## src/rtl/i2c_mode_pkg.sv

```systemverilog
package i2c_mode_pkg;

    localparam int ADDR_W = 7;

    typedef enum logic [1:0] {
        MODE_SLV_RX = 2'b00,
        MODE_SLV_TX = 2'b01,
        MODE_MST_TX = 2'b10,
        MODE_MST_RX = 2'b11
    } mode_e;

    typedef struct packed {
        logic sda;
        logic scl;
    } line_t;

    typedef struct packed {
        logic start;
        logic stop;
        logic busy;
    } bus_evt_t;

    typedef struct packed {
        logic hit;
        logic gc;
        logic rw;
    } match_t;

    typedef struct packed {
        logic start;
        logic restart;
        logic rd;
        logic stop;
        logic nbyte;
        logic addr_done;
    } req_t;

    function automatic logic is_master(mode_e m);
        return m[1];
    endfunction

endpackage

```

## src/rtl/i2c_line_sync.sv

```systemverilog
module i2c_line_sync
    import i2c_mode_pkg::*;
#(
    parameter int STAGES = 2
) (
    input  logic  clk,
    input  logic  rst,
    input  line_t raw,
    output line_t synced
);
    localparam int LAST = STAGES - 1;

    line_t pipe [STAGES];

    generate
        for (genvar i = 0; i < STAGES; i++) begin : g_stage
            if (i == 0) begin : g_first
                always_ff @(posedge clk) begin
                    if (rst) pipe[i] <= '{sda: 1'b1, scl: 1'b1};
                    else     pipe[i] <= raw;
                end
            end else begin : g_rest
                always_ff @(posedge clk) begin
                    if (rst) pipe[i] <= '{sda: 1'b1, scl: 1'b1};
                    else     pipe[i] <= pipe[i-1];
                end
            end
        end
    endgenerate

    assign synced = pipe[LAST];
endmodule

```

## src/rtl/i2c_bus_cond.sv

```systemverilog
module i2c_bus_cond
    import i2c_mode_pkg::*;
(
    input  logic     clk,
    input  logic     rst,
    input  line_t    cur,
    output bus_evt_t evt
);
    line_t prev_q;
    logic  start_q, stop_q, busy_q;
    logic  start_c, stop_c;

    assign start_c = prev_q.sda & ~cur.sda & cur.scl & prev_q.scl;
    assign stop_c  = ~prev_q.sda & cur.sda & cur.scl & prev_q.scl;

    always_ff @(posedge clk) begin
        if (rst) begin
            prev_q  <= '{sda: 1'b1, scl: 1'b1};
            start_q <= 1'b0;
            stop_q  <= 1'b0;
            busy_q  <= 1'b0;
        end else begin
            prev_q  <= cur;
            start_q <= start_c;
            stop_q  <= stop_c;
            if (stop_c)       busy_q <= 1'b0;
            else if (start_c) busy_q <= 1'b1;
        end
    end

    assign evt = '{start: start_q, stop: stop_q, busy: busy_q};
endmodule

```

## src/rtl/i2c_addr_match.sv

```systemverilog
module i2c_addr_match
    import i2c_mode_pkg::*;
#(
    parameter int AW = ADDR_W
) (
    input  logic [AW-1:0] own_addr,
    input  logic          gc_en,
    input  logic [AW:0]   addr_byte,
    output match_t        result
);
    localparam logic [AW-1:0] GC_ADDR = '0;

    logic own_eq, gc_eq;

    assign own_eq = (addr_byte[AW:1] == own_addr);
    assign gc_eq  = gc_en & (addr_byte[AW:1] == GC_ADDR);

    assign result = '{hit: own_eq | gc_eq, gc: gc_eq, rw: addr_byte[0]};
endmodule

```

## src/rtl/i2c_mode_fsm.sv

```systemverilog
module i2c_mode_fsm
    import i2c_mode_pkg::*;
(
    input  logic     clk,
    input  logic     rst,
    input  bus_evt_t evt,
    input  match_t   am,
    input  logic     addr_valid,
    input  req_t     req,
    output mode_e    mode,
    output logic     addr_hit,
    output logic     gc_hit,
    output logic     cmd_start,
    output logic     cmd_stop,
    output logic     cmd_byte
);
    mode_e mode_q, mode_n;
    logic  expect_q, expect_n;
    logic  aphase_q, aphase_n;
    logic  rd_q, rd_n;
    logic  hit_q, hit_n;
    logic  gc_q, gc_n;
    logic  cs_n, cp_n, cb_n;
    logic  cs_q, cp_q, cb_q;

    always_comb begin
        mode_n   = mode_q;
        expect_n = expect_q;
        aphase_n = aphase_q;
        rd_n     = rd_q;
        hit_n    = hit_q;
        gc_n     = gc_q;
        cs_n     = 1'b0;
        cp_n     = 1'b0;
        cb_n     = 1'b0;
        if (evt.stop) begin
            mode_n   = MODE_SLV_RX;
            expect_n = 1'b0;
            aphase_n = 1'b0;
            hit_n    = 1'b0;
            gc_n     = 1'b0;
        end else if (evt.start && !is_master(mode_q)) begin
            mode_n   = MODE_SLV_RX;
            expect_n = 1'b1;
            hit_n    = 1'b0;
            gc_n     = 1'b0;
        end else begin
            unique case (mode_q)
                MODE_SLV_RX: begin
                    if (req.start && !evt.busy) begin
                        mode_n   = MODE_MST_TX;
                        rd_n     = req.rd;
                        aphase_n = 1'b1;
                        expect_n = 1'b0;
                        cs_n     = 1'b1;
                    end else if (addr_valid && expect_q) begin
                        expect_n = 1'b0;
                        hit_n    = am.hit;
                        gc_n     = am.gc;
                        mode_n   = (am.hit && am.rw) ? MODE_SLV_TX : MODE_SLV_RX;
                    end
                end
                MODE_SLV_TX: begin
                    mode_n = MODE_SLV_TX;
                end
                MODE_MST_TX, MODE_MST_RX: begin
                    if (req.restart) begin
                        mode_n   = MODE_MST_TX;
                        rd_n     = req.rd;
                        aphase_n = 1'b1;
                        cs_n     = 1'b1;
                    end else if (req.stop) begin
                        cp_n = 1'b1;
                    end else if (req.addr_done && aphase_q) begin
                        aphase_n = 1'b0;
                        mode_n   = rd_q ? MODE_MST_RX : MODE_MST_TX;
                    end else if (req.nbyte && !aphase_q) begin
                        cb_n = 1'b1;
                    end
                end
                default: mode_n = MODE_SLV_RX;
            endcase
        end
    end

    always_ff @(posedge clk) begin
        if (rst) begin
            mode_q   <= MODE_SLV_RX;
            expect_q <= 1'b0;
            aphase_q <= 1'b0;
            rd_q     <= 1'b0;
            hit_q    <= 1'b0;
            gc_q     <= 1'b0;
            cs_q     <= 1'b0;
            cp_q     <= 1'b0;
            cb_q     <= 1'b0;
        end else begin
            mode_q   <= mode_n;
            expect_q <= expect_n;
            aphase_q <= aphase_n;
            rd_q     <= rd_n;
            hit_q    <= hit_n;
            gc_q     <= gc_n;
            cs_q     <= cs_n;
            cp_q     <= cp_n;
            cb_q     <= cb_n;
        end
    end

    assign mode      = mode_q;
    assign addr_hit  = hit_q;
    assign gc_hit    = gc_q;
    assign cmd_start = cs_q;
    assign cmd_stop  = cp_q;
    assign cmd_byte  = cb_q;
endmodule

```

## src/rtl/dual_role_mode_ctrl.sv

```systemverilog
module dual_role_mode_ctrl
    import i2c_mode_pkg::*;
#(
    parameter int SYNC_STAGES = 2,
    parameter int AW          = ADDR_W
) (
    input  logic          clk,
    input  logic          rst,
    input  logic          sda_in,
    input  logic          scl_in,
    input  logic [AW-1:0] own_addr,
    input  logic          gc_en,
    input  logic [AW:0]   addr_byte,
    input  logic          addr_valid,
    input  logic          req_start,
    input  logic          req_restart,
    input  logic          req_rd,
    input  logic          req_stop,
    input  logic          req_byte,
    input  logic          addr_done,
    output logic [1:0]    mode,
    output logic          bus_busy,
    output logic          start_det,
    output logic          stop_det,
    output logic          addr_hit,
    output logic          gc_hit,
    output logic          cmd_start,
    output logic          cmd_stop,
    output logic          cmd_byte
);
    line_t    raw_lines, sync_lines;
    bus_evt_t evt;
    match_t   am;
    req_t     req;
    mode_e    mode_w;

    assign raw_lines = '{sda: sda_in, scl: scl_in};
    assign req = '{start: req_start, restart: req_restart, rd: req_rd,
                   stop: req_stop, nbyte: req_byte, addr_done: addr_done};

    i2c_line_sync #(.STAGES(SYNC_STAGES)) u_sync (
        .clk(clk), .rst(rst), .raw(raw_lines), .synced(sync_lines)
    );

    i2c_bus_cond u_cond (
        .clk(clk), .rst(rst), .cur(sync_lines), .evt(evt)
    );

    i2c_addr_match #(.AW(AW)) u_match (
        .own_addr(own_addr), .gc_en(gc_en), .addr_byte(addr_byte), .result(am)
    );

    i2c_mode_fsm u_fsm (
        .clk(clk), .rst(rst), .evt(evt), .am(am), .addr_valid(addr_valid),
        .req(req), .mode(mode_w), .addr_hit(addr_hit), .gc_hit(gc_hit),
        .cmd_start(cmd_start), .cmd_stop(cmd_stop), .cmd_byte(cmd_byte)
    );

    assign mode      = mode_w;
    assign bus_busy  = evt.busy;
    assign start_det = evt.start;
    assign stop_det  = evt.stop;
endmodule

```

## config.mk

```make
export PLATFORM = sky130hd
export DESIGN_NAME = dual_role_mode_ctrl
export DESIGN_NICKNAME = d
export VERILOG_FILES = /design/src/rtl/i2c_mode_pkg.sv /design/src/rtl/i2c_line_sync.sv /design/src/rtl/i2c_bus_cond.sv /design/src/rtl/i2c_addr_match.sv /design/src/rtl/i2c_mode_fsm.sv /design/src/rtl/dual_role_mode_ctrl.sv
export SDC_FILE = /design/constraint.sdc
export NUM_CORES = 1
export LEC_CHECK = 0
export ABC_AREA = 0
export BUFFER_PORTS_ARGS = -buffer_cell sky130_fd_sc_hd__buf_2
export CAP_MARGIN = 20
export CORE_AREA = 2 2 60 62
export CTS_BUF_LIST = sky130_fd_sc_hd__clkbuf_4
export DETAILED_ROUTE_END_ITERATION = 7
export DIE_AREA = 0 0 62 64
export GPL_ROUTABILITY_DRIVEN = 0
export HOLD_SLACK_MARGIN = 0.03
export PLACE_DENSITY = 0.59
export RECOVER_POWER = 100
export SLEW_MARGIN = 20
export SYNTH_ARGS = -nofsm -noshare
export SYNTH_HDL_FRONTEND = slang
export SYNTH_SLANG_ARGS = --single-unit
```

## constraint.sdc

```tcl
create_clock -name clk -period 1.1 [get_ports clk]
set_input_delay 0.165 -clock clk [delete_from_list [all_inputs] [get_ports clk]]
set_output_delay 0.165 -clock clk [all_outputs]
set_load 0.02 [all_outputs]
```

==> results.ini <==
[floorplan]
start_util=0.261
core_region_area_um2=3280
die_y_um=64
fp-row-count=21
die_w_um=62
io-pin-count=37
die_area_um2=3970

[pwr]
power.leakage_nw=0.553
irDropWorstVdd_mv=0.873
p_per_area_nw_per_um2=1140

[worst_setup_path]
crit_path_cell_trace=nor2b_1 > a221oi_4 > a211oi_2 > nor3_2
critPathLaunchType=flop
cp_data_arrival_time_ps=1310
cp.required_ps=1300
rrSetupSlack_ps=-10
cp_num_buf_inv=0
cp_slowest_cell=dfxtp_4
cpPeakStageDelay_ps=420
worstRegToRegCells=4
crit_fanout=8
rr_startpoint=u_fsm.mode[1]
critPathCaptureType=flop
critPathKind=reg2reg
crit_family=flip-flops

[final_layout]
diodes=0
drive_above_1_share=0.519
layout_commonest_cell=buf_2
post-route-util=0.374
instances_no_fill=179
final_cell_mix=26 x buf_2, 14 x dfxtp_1, 9 x clkbuf_2
finish.net_count=161
syn_to_final_growth_pct=43.4

[worst_hold_path]
min_path_cells=2
hold_path_end=u_sync.pipe[0][1]
worstHoldStart=sda_in
hold_class=in2reg

[global_routing]
gr-total-overflow=0
first_global_vias=780
grt_max_degree=13
grt_pass1_wl_mm=3.08
antenna_found_initial=0
grtUsageTotal=0.101

[timing]
worst_pin_slew_ps=468
totalNegativeSetupSlack_ps=-11.3
slew_violations=0
slew_headroom=0.688
hold_viol_final=0
min_period_ps=1110
setup_viol=1
skew_ps=6.25
clock.fmax_ghz=0.900
worst_slack_ps=-11.3
fin_crit_sh=1.01
rsz0062_at_grt=yes

[clock_network]
cts_tree=yes
ctsHtreeMaxLevel=1
clock_path_buffers=2
cts_buffers=3
clock_latency_ps=300
cts_root_buf=clkbuf_4
clock_sinks=19
clkTransAtPathRegs_ps=110

[detailed_routing]
wire_per_inst_um=10.7
drc=0
wl_mm=1.92
vias=803
firstDrtPassIters=4
viasPerCell=4.49
ant_nets=0
drt_iter0_drc=18

[job]
drv_cap=0

[placed_design]
post-dp-hpwl_mm=1.55
dp_cells=173
port_buffers=36

[synth]
synth.largest_area_cell=dfxtp_1
synth_area_um2=857
synth_compound_area_frac=0.127
synth_top_family_by_area=simple AND/OR/NAND/NOR gates
synthSimpleGateAreaFrac=0.321
synth_top_area_frac=0.444
ys_seq_elements=19
synth_xor_area_frac=0.0715
ys_async_sr_fraction=0
synth_flop_cell=dfxtp_1
ys_seq_area_frac=0.444
synth.distinct_cells=34
syn_inst=86
synth.area.mux_share=0.0234
synth.top_cells.by_area=dfxtp_1 44%, xor2_1 7.2%, or2_2 4.4%
synth-adder-area-share=0
syn-num-nets=113
syn_area_per_cell_um2=9.97
synth_edf_count=0
yosysWarnings=0

[run_status]
run_status=complete, but fails checks
violations=negative setup slack

[layer usage]
metal / part of all wire / vias up / global-route usage
met5: 0 / - / 0
met1: 0.43 / 382 / 0.109
li1: - / 399 / -
met4: 0 / 0 / 0.0160
met2: 0.50 / 22 / 0.180
met3: 0.071 / 0 / 0.0425
[power breakdown]
group	internal (W)	switching [W]
Combinational	0.000142	0.000142
Sequential	0.000719	0.0000245
Clock	0.000166	0.000210
Total	0.00103	0.000376
[worst reg2reg max path: stages (launching register included)]
cell and delay (ps):
dfxtp_4 420, nor2b_1 250, a221oi_4 100, a211oi_2 180
nor3_2 60
[worst max path at each step]
stage | start | to | slack [ps] | depth (start not counted)
CTS | u_fsm.mode[1] | flop | -10 | 4
finish | u_fsm.mode[1] | flop | -10 | 4
floorplan | u_fsm.mode[1] | u_fsm.gc_hit | -10 | 4
detailed placement | addr_byte[1] | u_fsm.addr_hit | -90 | 5
global route | u_fsm.mode[1] | u_fsm.gc_hit | -80 | 4
global placement | own_addr[6] | u_fsm.addr_hit | -40 | 5
[flip-flops by register name (all words and copies together), names as in the netlist, named ones only]
name,flops
u_sync.pipe,4
u_cond.prev_q,2
u_cond.busy_q,1
u_cond.start_q,1
u_cond.stop_q,1
u_fsm.addr_hit,1
u_fsm.aphase_q,1
u_fsm.cmd_byte,1
u_fsm.cmd_start,1
u_fsm.cmd_stop,1
u_fsm.expect_q,1
u_fsm.gc_hit,1
u_fsm.mode,1
u_fsm.rd_q,1
[cell type report]
type	instances	area, um2
inverter	2	7.51
tap	46	57.6
clock buffer	4	30.0
multi-input combinational	64	493
sequential	19	392
timing repair buffer	44	249
fill	348	2060
[stage by stage]
step | hold WS (ps) | total power [W] | instance area, um2 | setup slack, ps
floorplan | 269 | 0.000906 | 876 | -10.2
global placement | 349 | 0.00102 | 1150 | -38.4
detailed placement | 352 | 0.00102 | 1150 | -88.0
CTS | 43.6 | 0.00141 | 1210 | -9.56
global route | 37.6 | 0.00150 | 1230 | -80.8
finish | 46.8 | 0.00140 | 1230 | -11.3
[cell families (layout without fill, tap and decap cells)]
kind of cell	Yosys count	count (layout)
flops	19	19
compound gates	15	15
simple gates	40	40
mux	2	2
xor+xnor	7	7
buf+inv	3	50
[Yosys cell counts (all sizes together), types with 3 or more instances]
| cell | number |
|---|---|
| a21oi | 7 |
| dfxtp | 19 |
| nand2 | 5 |
| nand2b | 3 |
| nor2 | 8 |
| nor2b | 4 |
| nor3 | 3 |
| or2 | 6 |
| xor2 | 7 |
[what timing repair did]
item | in CTS | in global routing
endpoints found under the hold margin | 0 | 1
buffers inserted | 1 | 0
gates resized for setup | 5 | 4
pin swaps | 4 | 3
endpoints found under the setup margin | 5 | 8
hold buffers | 0 | 1
Power figures use the tool's default switching activity.
